## src/rtl/spi_rate_pkg.sv

```systemverilog
package spi_rate_pkg;
  localparam int CODE_W        = 4;
  localparam int TICK_W        = 8;
  localparam int HALF_W        = 8;
  localparam int FAST_FIRST    = 1;
  localparam int FAST_LAST     = 5;
  localparam int SLOW_FIRST    = 6;
  localparam int SLOW_LAST     = 12;
  localparam int FAST_MIN_HALF = 4;   // divide by 8 -> 4 clocks per phase
  localparam int DEFAULT_HALF  = 16;  // divide by 32
  localparam int SLOW_MIN_DLY  = 3;

  typedef struct packed {
    logic              slow;
    logic [HALF_W-1:0] half_clks;
    logic [TICK_W-1:0] dly_ticks;
  } rate_cfg_t;

  typedef enum logic [1:0] {ST_IDLE, ST_HIGH, ST_LOW} xfer_state_t;
endpackage

```

## src/rtl/spi_rate_decode.sv

```systemverilog
module spi_rate_decode
  import spi_rate_pkg::*;
(
  input  logic [CODE_W-1:0] code_i,
  output rate_cfg_t         cfg_o
);
  localparam logic [CODE_W-1:0] FAST_LO = CODE_W'(FAST_FIRST);
  localparam logic [CODE_W-1:0] FAST_HI = CODE_W'(FAST_LAST);
  localparam logic [CODE_W-1:0] SLOW_LO = CODE_W'(SLOW_FIRST);
  localparam logic [CODE_W-1:0] SLOW_HI = CODE_W'(SLOW_LAST);

  always_comb begin
    cfg_o.slow      = 1'b0;
    cfg_o.half_clks = HALF_W'(DEFAULT_HALF);
    cfg_o.dly_ticks = TICK_W'(1);
    if (code_i >= FAST_LO && code_i <= FAST_HI) begin
      cfg_o.half_clks = HALF_W'(FAST_MIN_HALF) << (code_i - FAST_LO);
    end else if (code_i >= SLOW_LO && code_i <= SLOW_HI) begin
      cfg_o.slow      = 1'b1;
      cfg_o.dly_ticks = TICK_W'(SLOW_MIN_DLY) << (code_i - SLOW_LO);
    end
  end
endmodule

```

## src/rtl/spi_tick_count.sv

```systemverilog
module spi_tick_count #(
  parameter int W = 8
) (
  input  logic         clk,
  input  logic         rst,
  input  logic         tick_i,
  output logic [W-1:0] cnt_o
);
  always_ff @(posedge clk) begin
    if (rst)         cnt_o <= '0;
    else if (tick_i) cnt_o <= cnt_o + 1'b1;
  end
endmodule

```

## src/rtl/spi_phase_timer.sv

```systemverilog
module spi_phase_timer #(
  parameter int HALF_W = 8,
  parameter int TICK_W = 8
) (
  input  logic              clk,
  input  logic              rst,
  input  logic              active_i,
  input  logic              start_i,
  input  logic              slow_i,
  input  logic [HALF_W-1:0] half_clks_i,
  input  logic [TICK_W-1:0] dly_ticks_i,
  input  logic [TICK_W-1:0] tick_cnt_i,
  output logic              expire_o
);
  logic [HALF_W-1:0] clk_cnt;
  logic [TICK_W-1:0] tick_base;
  logic [TICK_W-1:0] elapsed;

  assign elapsed  = tick_cnt_i - tick_base;   // wraps safely at 2**TICK_W
  assign expire_o = active_i &&
                    (slow_i ? (elapsed >= dly_ticks_i)
                            : (clk_cnt == half_clks_i - 1'b1));

  always_ff @(posedge clk) begin
    if (rst) begin
      clk_cnt   <= '0;
      tick_base <= '0;
    end else if (start_i) begin
      clk_cnt   <= '0;
      tick_base <= tick_cnt_i;
    end else if (active_i) begin
      clk_cnt   <= clk_cnt + 1'b1;
    end
  end


  phase_len_chk: assert property (@(posedge clk) disable iff (rst)
    (active_i && !slow_i && !start_i) |-> (clk_cnt < half_clks_i));
endmodule

```

## src/rtl/spi_rate_master.sv

```systemverilog
module spi_rate_master
  import spi_rate_pkg::*;
#(
  parameter int DATA_W = 8
) (
  input  logic              clk,
  input  logic              rst,
  input  logic              tick_i,
  input  logic              connect_i,
  input  logic [CODE_W-1:0] rate_sel_i,
  input  logic              req_i,
  input  logic [DATA_W-1:0] tx_byte_i,
  output logic [DATA_W-1:0] rx_byte_o,
  output logic              done_o,
  output logic              busy_o,
  output logic [TICK_W-1:0] rst_delay_o,
  output logic              sck_o,
  output logic              mosi_o,
  output logic              pin_oe_o,
  input  logic              miso_i
);
  localparam int IDX_W = $clog2(DATA_W);
  localparam logic [IDX_W-1:0] LAST_IDX = IDX_W'(DATA_W - 1);

  xfer_state_t       state;
  rate_cfg_t         cfg_now, cfg_q;
  logic [DATA_W-1:0] shreg;
  logic [IDX_W-1:0]  bit_idx;
  logic [TICK_W-1:0] tick_cnt;
  logic              expire, accept, phase_start;

  spi_rate_decode u_dec (.code_i(rate_sel_i), .cfg_o(cfg_now));

  spi_tick_count #(.W(TICK_W)) u_tick (
    .clk(clk), .rst(rst), .tick_i(tick_i), .cnt_o(tick_cnt));

  spi_phase_timer #(.HALF_W(HALF_W), .TICK_W(TICK_W)) u_tmr (
    .clk(clk), .rst(rst),
    .active_i(state != ST_IDLE && connect_i),
    .start_i(phase_start),
    .slow_i(cfg_q.slow),
    .half_clks_i(cfg_q.half_clks),
    .dly_ticks_i(cfg_q.dly_ticks),
    .tick_cnt_i(tick_cnt),
    .expire_o(expire));

  assign accept      = (state == ST_IDLE) && req_i && connect_i;
  assign phase_start = accept || expire;
  assign busy_o      = (state != ST_IDLE);

  always_ff @(posedge clk) begin
    if (rst) begin
      state       <= ST_IDLE;
      cfg_q       <= '0;
      shreg       <= '0;
      bit_idx     <= '0;
      rx_byte_o   <= '0;
      done_o      <= 1'b0;
      sck_o       <= 1'b0;
      mosi_o      <= 1'b0;
      pin_oe_o    <= 1'b0;
      rst_delay_o <= TICK_W'(1);
    end else begin
      rst_delay_o <= cfg_now.slow ? cfg_now.dly_ticks : TICK_W'(1);
      done_o      <= 1'b0;
      if (!connect_i) begin
        state    <= ST_IDLE;
        sck_o    <= 1'b0;
        mosi_o   <= 1'b0;
        pin_oe_o <= 1'b0;
      end else begin
        pin_oe_o <= 1'b1;
        unique case (state)
          ST_IDLE: if (accept) begin
            cfg_q     <= cfg_now;
            mosi_o    <= tx_byte_i[DATA_W-1];
            shreg     <= {tx_byte_i[DATA_W-2:0], 1'b0};
            rx_byte_o <= {rx_byte_o[DATA_W-2:0], miso_i};
            sck_o     <= 1'b1;
            bit_idx   <= '0;
            state     <= ST_HIGH;
          end
          ST_HIGH: if (expire) begin
            sck_o <= 1'b0;
            state <= ST_LOW;
          end
          ST_LOW: if (expire) begin
            if (bit_idx == LAST_IDX) begin
              done_o <= 1'b1;
              state  <= ST_IDLE;
            end else begin
              bit_idx   <= bit_idx + 1'b1;
              mosi_o    <= shreg[DATA_W-1];
              shreg     <= {shreg[DATA_W-2:0], 1'b0};
              rx_byte_o <= {rx_byte_o[DATA_W-2:0], miso_i};
              sck_o     <= 1'b1;
              state     <= ST_HIGH;
            end
          end
          default: state <= ST_IDLE;
        endcase
      end
    end
  end


  done_pulse_chk: assert property (@(posedge clk) disable iff (rst)
    done_o |=> !done_o);

  disc_pins_chk: assert property (@(posedge clk) disable iff (rst)
    !connect_i |=> (!pin_oe_o && !sck_o && !mosi_o && !busy_o));

  idle_sck_chk: assert property (@(posedge clk) disable iff (rst)
    !busy_o |-> !sck_o);

  fast_rst_dly_chk: assert property (@(posedge clk) disable iff (rst)
    !cfg_now.slow |=> (rst_delay_o == TICK_W'(1)));

  busy_ignore_chk: assert property (@(posedge clk) disable iff (rst)
    (busy_o && !expire) |=> busy_o || !connect_i);
endmodule

```

## config.mk

```make
export PLATFORM = sky130hd
export DESIGN_NAME = spi_rate_master
export DESIGN_NICKNAME = d
export VERILOG_FILES = /design/src/rtl/spi_rate_pkg.sv /design/src/rtl/spi_rate_decode.sv /design/src/rtl/spi_tick_count.sv /design/src/rtl/spi_phase_timer.sv /design/src/rtl/spi_rate_master.sv
export SDC_FILE = /design/constraint.sdc
export NUM_CORES = 1
export LEC_CHECK = 0
export ABC_AREA = 1
export ABC_CLOCK_PERIOD_IN_PS = 4300
export BUFFER_PORTS_ARGS = -buffer_cell sky130_fd_sc_hd__buf_4
export CORE_MARGIN = 10
export CORE_UTILIZATION = 45
export CTS_CLUSTER_SIZE = 30
export DETAILED_ROUTE_END_ITERATION = 6
export HOLD_SLACK_MARGIN = 0.05
export PLACE_DENSITY = 0.76
export SYNTH_ARGS = -nofsm -noshare
export SYNTH_HDL_FRONTEND = slang
export SYNTH_SLANG_ARGS = --single-unit
```

## constraint.sdc

```tcl
create_clock -name clk -period 4.3 [get_ports clk]
set_input_delay 0.86 -clock clk [delete_from_list [all_inputs] [get_ports clk]]
set_output_delay 0.86 -clock clk [all_outputs]
set_load 0.005 [all_outputs]
```

Word level (Yosys, flattened, before mapping)
Index checks and enable logic that the tools add are counted.
{"block": "word_totals", "regBits": 74, "inputBits": 18}
{"block": "op_classes", "n_addsub": 7, "order_cmp": 5, "n_eq_ne": 8, "n_shift": 2, "muxes": 34, "bitwise_logic": 4, "n_reduce_logical": 20}
{"operator": "$mux 8", "n": 9}
{"operator": "$pmux 8 s2", "n": 2}
{"operator": "$add 8x1->8 const B", "n": 2}
{"operator": "$mux 1", "n": 13}
{"operator": "$reduce_and 5->1", "n": 2}
{"operator": "$mux 3", "n": 3}
{"operator": "$eq 8x8->1", "n": 1}
{"operator": "$ge 8x8->1", "n": 1}
{"operator": "$ne 2x2->1 const B", "n": 4}
{"operator": "$shl 2x4->8 const A", "n": 1}
{"operator": "$shl 3x4->8 const A", "n": 1}
{"operator": "$sub 8x1->8 const B", "n": 1}
{"operator": "$sub 8x8->8", "n": 1}
{"operator": "$logic_and 1x1->1", "n": 6}
{"operator": "$mux 2", "n": 3}
{"operator": "$pmux 2 s3", "n": 1}
{"operator": "$pmux 3 s2", "n": 1}
{"operator": "$reduce_and 3->1", "n": 2}
{"operator": "$reduce_or 2->1", "n": 3}
{"operator": "$ge 4x1->1 const B", "n": 1}
{"operator": "$ge 4x3->1 const B", "n": 1}
{"operator": "$le 4x3->1 const B", "n": 1}
{"operator": "$le 4x4->1 const B", "n": 1}
{"operator": "$not 1->1", "n": 4}
{"operator": "other kinds (14)", "n": 15}

Logic depth before layout (Yosys ltp)
Gate-level depths: netlist of the first run.
{"block": "depth", "ltp_word": 6, "depth_mapped": 24, "mapped_depth_nobuf": 23}

Hierarchy
From an unflattened synthesis of the first run, not the netlist that was laid out.
{"block": "hier_totals", "hier_cells": 631, "hier_area_um2": 4210.3}
{"mod": "spi_rate_master", "n_inst": 1, "cells_per_inst": 273, "area_each_um2": 1946.9}
{"mod": "spi_phase_timer", "n_inst": 1, "cells_per_inst": 225, "area_each_um2": 1437.6}
{"mod": "spi_rate_decode", "n_inst": 1, "cells_per_inst": 85, "area_each_um2": 464.2}
{"mod": "spi_tick_count", "n_inst": 1, "cells_per_inst": 48, "area_each_um2": 361.6}

Worst setup path before layout of the first run
No wires, ideal clock.
{"block": "synth_path", "path_kind": "register to register", "from": "reg u_tick.cnt_o[2]", "to": "reg u_tmr.clk_cnt[3]", "arrival_ns": 2.793, "required_time_ns": 4.222, "slack_ns": 1.429, "path_stages_with_launch": 20, "cell_sequence": "dfxtp_1 ha_1 a21oi_1 nand2_1 a21o_1 nand2_1 nand2_1 nand2_1 nand2_1 a21oi_1 xnor2_1 ha_1 a21oi_1 o21a_1 nand4_1 nand3_4 nand2_1 inv_2 nand2_4 nor3_1"}
{"block": "synth_between", "elab_chain_cells": 6}
{"element": "start: declaration", "line": "spi_tick_count.sv:7", "source": "output logic [W-1:0] cnt_o"}
{"element": "start signal: assignment", "line": "spi_tick_count.sv:11", "source": "else if (tick_i) cnt_o <= cnt_o + 1'b1;"}
{"element": "$sub 8x8->8", "line": "spi_phase_timer.sv:19", "source": "assign elapsed = tick_cnt_i - tick_base;"}
{"element": "$ge 8x8->1", "line": "spi_phase_timer.sv:21", "source": "(slow_i ? (elapsed >= dly_ticks_i)"}
{"element": "$mux 1", "line": "spi_phase_timer.sv:21"}
{"element": "$logic_and 1x1->1", "line": "spi_phase_timer.sv:20", "source": "assign expire_o = active_i &&"}
{"element": "$logic_or 1x1->1", "line": "spi_rate_master.sv:48", "source": "assign phase_start = accept || expire;"}
{"element": "$reduce_or 2->1 (no line)"}
{"element": "end signal: assignment", "line": "spi_phase_timer.sv:32", "source": "clk_cnt <= clk_cnt + 1'b1;"}
{"element": "end: declaration", "line": "spi_phase_timer.sv:15", "source": "logic [HALF_W-1:0] clk_cnt;"}
No other way between the ends.
A chain may end at the register's enable or synchronous reset.

Worst setup path after layout of the first run
Same ends and word-level chain as after synthesis.

==> results of run 1 <==
cell type report:
cell class                      count  area share, %
Sequential cell                    71           32.3
Tap cell                          105           2.99
Timing Repair Buffer               39           6.66
Clock buffer                       10           3.13
Clock inverter                      6           2.11
Inverter                           71           6.06
Multi-Input combinational cell    371           46.7
registers in the layout, indices dropped and copies added (netlist names):
name / flops
cfg_q: 15
rst_delay_o: 8
rx_byte_o: 8
u_tick.cnt_o: 8
u_tmr.clk_cnt: 8
u_tmr.tick_base: 8
shreg: 7
bit_idx: 3
state: 2
done_o: 1
mosi_o: 1
pin_oe_o: 1
sck_o: 1
worst max-delay path, stage by stage (launching register included):
cell	delay, ns
dfxtp_1	0.35
ha_1	0.36
a21oi_1	0.17
nand2_1	0.10
a21o_1	0.17
nand2_1	0.05
nand2_1	0.06
or2_2	0.27
nand2_1	0.06
inv_1	0.04
ha_1	0.29
a21oi_1	0.18
o21a_1	0.13
nand4_1	0.18
nand3_4	0.16
nand2_1	0.19
inv_2	0.25
nand2_4	0.11
nor3_1	0.15
layer usage:
metal / vias up / GRT usage, %
met5: - / 0
met4: 0 / 6.18
li1: 1745 / -
met1: 1483 / 15.2
met2: 57 / 23.3
met3: 23 / 2.82
cell families after synthesis:
group	count (synthesis)
buffers and inverters	84
XOR/XNOR	15
AND/OR/NAND/NOR	244
adder cells (fa/ha/maj)	34
flip-flops	71
AO/OA/AOI/OAI	78
cells in the final DEF (no fill, tap or decap), types with 5 or more instances in the layout:
master    Yosys  routed
o21ai_0      25      25
nor3_1        9       9
nand3b_1      9       9
nand3_1      20      20
dfxtp_1      71      71
xor2_1        6       6
buf_4         2      39
xnor2_1       9       9
ha_1         33      33
clkbuf_8      0      10
nand2_1     107     107
nand4_1       5       5
nor2_1       81      81
inv_1        69      69
a21oi_1      40      40
power breakdown:
group	leakage, nW	switching [mW]	internal [mW]
sequential	0.580	0.0190	0.690
clock	0.109	0.261	0.345
combinational	1.34	0.155	0.118
total	2.03	0.435	1.15
per-stage QoR:
| step | util [%] | setup slack [ns] | power [mW] | hold slack (ns) |
|---|---|---|---|---|
| finish | 53.5 | 0.979 | 1.59 | 0.487 |
| global route | 53.5 | 0.609 | 1.67 | 0.517 |
| CTS | 53.5 | 0.989 | 1.60 | 0.491 |
| detailed placement | 50.7 | 1.02 | 0.996 | 0.480 |
| global placement | 50.7 | 1.13 | 0.984 | 0.464 |
| floorplan | - | 1.43 | 0.920 | 0.443 |
worst min path at each step:
stage	startpoint	endpoint	slack (ns)	cells past startpoint
3_3_place_gp	shreg[1]$_SDFFE_PP0P_	shreg[1]$_SDFFE_PP0P_	0.46	2
5_1_grt	cfg_q[16]$_SDFFE_PP0P_	cfg_q[16]$_SDFFE_PP0P_	0.52	2
4_1_cts	u_tmr.clk_cnt[1]$_SDFFE_PP0P_	u_tmr.clk_cnt[1]$_SDFFE_PP0P_	0.49	2
3_5_place_dp	u_tmr.clk_cnt[1]$_SDFFE_PP0P_	u_tmr.clk_cnt[1]$_SDFFE_PP0P_	0.48	2
6_report	cfg_q[7]$_SDFFE_PP0P_	cfg_q[7]$_SDFFE_PP0P_	0.49	2
2_1_floorplan	cfg_q[7]$_SDFFE_PP0P_	cfg_q[7]$_SDFFE_PP0P_	0.44	2
==> impl_metrics.env, run 1 <==
export IMPL_outcome="finished clean"
export IMPL_h_tree_depth=3
export IMPL_synth_largest_area_cell="dfxtp_1"
export IMPL_ys_ff_latch=71
export IMPL_regArea_sq_um=1420
export IMPL_antenna_found_initial=0
export IMPL_cts_sinks=71
export IMPL_finClkSkew_ns=0.0150
export IMPL_clk_pin_slew_ns=0.07
export IMPL_globalplace_congestion=0.897
export IMPL_drive_above_1_share_pct=12.1
export IMPL_grt_pass1_wl_mm=14.7
export IMPL_synth_common_cells="107 x nand2_1, 81 x nor2_1, 71 x dfxtp_1"
export IMPL_synth_top_family_by_area="simple AND/OR/NAND/NOR gates"
export IMPL_design_area_sq_um=4390
export IMPL_vias=3308
export IMPL_synth_edf_count=0
export IMPL_tns_ns=0
export IMPL_yosys_area_top_type_share_pct=37.3
export IMPL_dieArea_sq_um=12500
export IMPL_wl_met1_mm=3.71
export IMPL_synth_xor_area_share_pct=3.45
export IMPL_leakage_nw=2.03
export IMPL_yosysMostFrequentCell="nand2_1"
export IMPL_async_reset_ff_share_pct=0
export IMPL_grt_start_max_net_pins=38
export IMPL_nets=615
export IMPL_worst_pin_slew_ns=1.02
export IMPL_cts_tree="built"
export IMPL_hold_buffers=0
export IMPL_netlist_instances=526
export IMPL_grt_pass1_vias=3398
export IMPL_wl_per_cell_um=12.1
export IMPL_clock_path_buffers=2
export IMPL_cts_root_buffer="clkbuf_8"
export IMPL_drv_slew=0
export IMPL_ant_nets=0
export IMPL_top_layer="met4"
export IMPL_fmax_mhz=301
export IMPL_synth_compound_area_share_pct=11.2
export IMPL_multiInputGateArea_sq_um=2050
export IMPL_crit_end="u_tmr.clk_cnt[3]$_SDFFE_PP0P_"
export IMPL_worstPathArrival_ns=3.59
export IMPL_vias_per_cell=4.92
export IMPL_netlist_area_sq_um=3810
export IMPL_drt_iter0_markers=169
export IMPL_chipHeight_um=112
export IMPL_power_density_nw_per_um2=362
export IMPL_clock_latency_ns=0.35
export IMPL_avgSynthCellArea_sq_um=7.24
export IMPL_hpwl_mm=5.99
export IMPL_setup_viol=0
export IMPL_r2r_slack_ns=0.98
export IMPL_ys_types=38
export IMPL_finalHoldViolations=0
export IMPL_area_growth_pct=15.3
export IMPL_ios=39
export IMPL_synthAdderAreaFrac_pct=11.4
export IMPL_cts_buffers=9
export IMPL_path_class="reg2reg"
export IMPL_port_buffers=38
export IMPL_dr_wl_met2_mm=3.93
export IMPL_synth_seq_area_share_pct=37.3
export IMPL_final_cell_count_no_fill=673
export IMPL_path_max_fanout=9
export IMPL_ir_worst_vdd_v=0.000168
export IMPL_fill_cells=752
export IMPL_r2r_end="u_tmr.clk_cnt[3]$_SDFFE_PP0P_"
export IMPL_rows=33
export IMPL_place_inst=657
export IMPL_syn_num_nets=578
export IMPL_start_kind="register"
export IMPL_overflow=0
export IMPL_crit_required_ns=4.57
export IMPL_synthFlopType="dfxtp_1"
export IMPL_yosys_mux_area_fraction_pct=0
export IMPL_hp_class="reg2reg"
export IMPL_postCtsSetupBuffers=0
export IMPL_cap_violations=0
export IMPL_place_area_sq_um=4160
export IMPL_grt_setup_unrepaired="false"
export IMPL_diodes=0
export IMPL_yosysWarnings=0
export IMPL_min_period_ns=3.32
export IMPL_yosys_area_share_simple_pct=27.9
export IMPL_ys_top_cells_by_area="dfxtp_1 37%, ha_1 11%, nand2_1 11%, nor2_1 8.0%, inv_1 6.8%"
export IMPL_dr_wl_met3_um=293
export IMPL_max_slew_margin_pct=31.5
export IMPL_startpoint="u_tick.cnt_o[2]$_SDFFE_PP0P_"
export IMPL_finalCritPeriodShare_pct=77.2
export IMPL_drtPass1Iterations=4
export IMPL_routed_wl_mm=8.17
export IMPL_ff2ff_path_depth=18
export IMPL_r2r_start="u_tick.cnt_o[2]$_SDFFE_PP0P_"
export IMPL_drc_errors=0
export IMPL_postCtsResizedCells=0
export IMPL_coreArea_sq_um=8220
export IMPL_worstSetupEndpointType="register"
export IMPL_grt_use_total_pct=13.3
export IMPL_dieWidth_um=112
export IMPL_initial_core_util_pct=46.4
(Power assumes the default switching activity.)
==> inputs of run 2 (changes only) <==
Settings changed: ABC_CLOCK_PERIOD_IN_PS 4300 to 2800, PLACE_DENSITY 0.76 to 0.78.
Clock period 4.3 ns to 2.8 ns, I/O delays scaled along.
==> impl_metrics.env, run 2 (same netlist as run 1, synthesis figures left out) <==
export IMPL_outcome="complete, but fails checks"
export IMPL_violations="setup timing"
export IMPL_tns_ns=-4.53
export IMPL_grt_pass1_vias=3428
export IMPL_leakage_nw=2.18
export IMPL_dp_slack_ns=-0.193
export IMPL_timing_final_ws_setup_ns=-0.166
export IMPL_hpwl_mm=6.02
export IMPL_slowest_stage="dfxtp_2"
export IMPL_grt_pass1_wl_mm=15.1
export IMPL_vias=3410
export IMPL_drtPass1Iterations=4
export IMPL_h_tree_depth=3
export IMPL_largest_reg_flops=15
export IMPL_finalCritPeriodShare_pct=106
export IMPL_top_register="cfg_q"
export IMPL_power_total_mw=2.50
export IMPL_cts_sinks=71
export IMPL_clock_path_buffers=2
export IMPL_drive_above_1_share_pct=20.2
export IMPL_place_inst=673
export IMPL_globalplace_congestion=0.893
export IMPL_crit_chain="inv_2 -> ha_4 -> a21oi_2 -> nand2_1 -> a21o_1 -> nand2_1 -> nand2_2 -> nand2_2 -> nand2_2 -> a21oi_2 -> xnor2_1 -> ha_1 -> a21oi_2 -> o21a_1 -> nand4_1 -> nand3_4 -> nand2_8 -> buf_12 -> nand3b_1 -> nand2_1 -> nor2_1"
export IMPL_grt_use_met2_pct=25.1
export IMPL_max_slew_margin_pct=69.7
export IMPL_start_kind="register"
export IMPL_path_class="reg2reg"
export IMPL_area_growth_pct=24.1
export IMPL_met1_usage_pct=15.6
export IMPL_diodes=0
export IMPL_ios=39
export IMPL_cp_top_family="simple AND/OR/NAND/NOR gates"
export IMPL_coreArea_sq_um=8220
export IMPL_design_area_sq_um=4730
export IMPL_hp_class="in2reg"
export IMPL_cts_buffers=9
export IMPL_final_cell_count_no_fill=695
export IMPL_power_density_nw_per_um2=528
export IMPL_worstSetupEndpointType="register"
export IMPL_finalHoldViolations=0
export IMPL_finClkSkew_ns=0.0120
export IMPL_setup_viol=39
export IMPL_rows=33
export IMPL_critical_path_n_buffers_inverters=2
export IMPL_grt_start_max_net_pins=38
export IMPL_grt_use_total_pct=13.9
export IMPL_place_area_sq_um=4310
export IMPL_fmax_mhz=337
export IMPL_min_period_ns=2.97
export IMPL_vias_per_cell=4.91
export IMPL_ir_worst_vdd_v=0.000310
export IMPL_fill_cells=713
export IMPL_clock_latency_ns=0.36
export IMPL_crit_required_ns=3.09
export IMPL_cts_tree="built"
export IMPL_hold_slack_ns=0.425
export IMPL_chipHeight_um=112
export IMPL_met3_usage_pct=2.45
export IMPL_path_max_fanout=10
export IMPL_cts_root_buffer="clkbuf_8"
export IMPL_dieArea_sq_um=12500
export IMPL_mostFrequentLayoutCells="102 x nand2_1, 80 x nor2_1, 67 x dfxtp_1"
export IMPL_worstPathArrival_ns=3.26
export IMPL_initial_core_util_pct=46.4
export IMPL_grt_setup_unrepaired="true"
export IMPL_worst_pin_slew_ns=0.453
export IMPL_routed_wl_mm=8.50
export IMPL_drc_errors=0
export IMPL_wl_per_cell_um=12.2
export IMPL_antenna_found_initial=0
export IMPL_utilization_pct=57.6
export IMPL_dieWidth_um=112
export IMPL_nets=637
export IMPL_top_usage_layer="met2"
export IMPL_overflow=0
export IMPL_drv_slew=0
export IMPL_cp_slowest_stage_delay_ns=0.34
export IMPL_port_buffers=38
export IMPL_layout_commonest_cell="nand2_1"
export IMPL_cap_violations=0
export IMPL_drt_iter0_markers=175
export IMPL_ant_nets=0
export IMPL_clk_pin_slew_ns=0.08
[run 2: cell types whose count changed in the layout (fill, tap and decap cells not counted), sizes merged]
| cell | delta |
|---|---|
| buf | +22 |
| clkbuf | -1 |
| clkinv | +3 |
| inv | -2 |
[run 2: layout make-up]
cell class                      instances  area, sq um  area share [%]
Multi-Input combinational cell        371         2170            46.0
Sequential cell                        71         1430            30.2
Timing Repair Buffer                   61          502            10.6
Inverter                               71          272            5.74
Tap cell                              105          131            2.78
Clock buffer                            9          124            2.62
Clock inverter                          7         97.6            2.06
[run 2: timing repair]
action / 4_1_cts / 5_1_grt
endpoints found under the setup margin: 38 / 39
cloned: 1 / 0
pin swaps: 9 / 16
resized for setup: 19 / 27
endpoints found under the hold margin: 0 / 0
hold buffers: 0 / 0
buffers inserted: 4 / 2
[run 2: path summary, 6_finish.rpt]
path / start / endpoint / slack, ns / cells after the start
min: tick_i / u_tick.cnt_o[1]$_SDFFE_PP0P_ / 0.42 / 2
max: u_tmr.tick_base[2]$_SDFFE_PP0P_ / rx_byte_o[4]$_SDFFE_PP0P_ / -0.17 / 21
max reg2reg: u_tmr.tick_base[2]$_SDFFE_PP0P_ / rx_byte_o[4]$_SDFFE_PP0P_ / -0.17 / 21
min reg2reg: cfg_q[7]$_SDFFE_PP0P_ / cfg_q[7]$_SDFFE_PP0P_ / 0.48 / 2
[run 2: power by group]
part	switching (mW)	internal [mW]	total, mW
combinational	0.274	0.229	0.503
clock	0.406	0.502	0.908
sequential	0.0271	1.06	1.09
total	0.707	1.79	2.50
[run 2: worst register-to-register path, delay by kind of cell, from the launching register on]
kind / cells / cell delay, ns
adders and majority gates: 2 / 0.53
and+or+nand+nor: 11 / 0.99
DFF: 1 / 0.34
buffers and inverters: 2 / 0.22
AOI/OAI and AO/OA: 5 / 0.69
xor gates and xnor gates: 1 / 0.15
[run 2: per-layer routing]
metal  routed length [um]  vias up
li1                     -     1800
met4                  135        0
met1                 3680     1549
met3                  327       11
met5                    0        -
met2                 4370       50
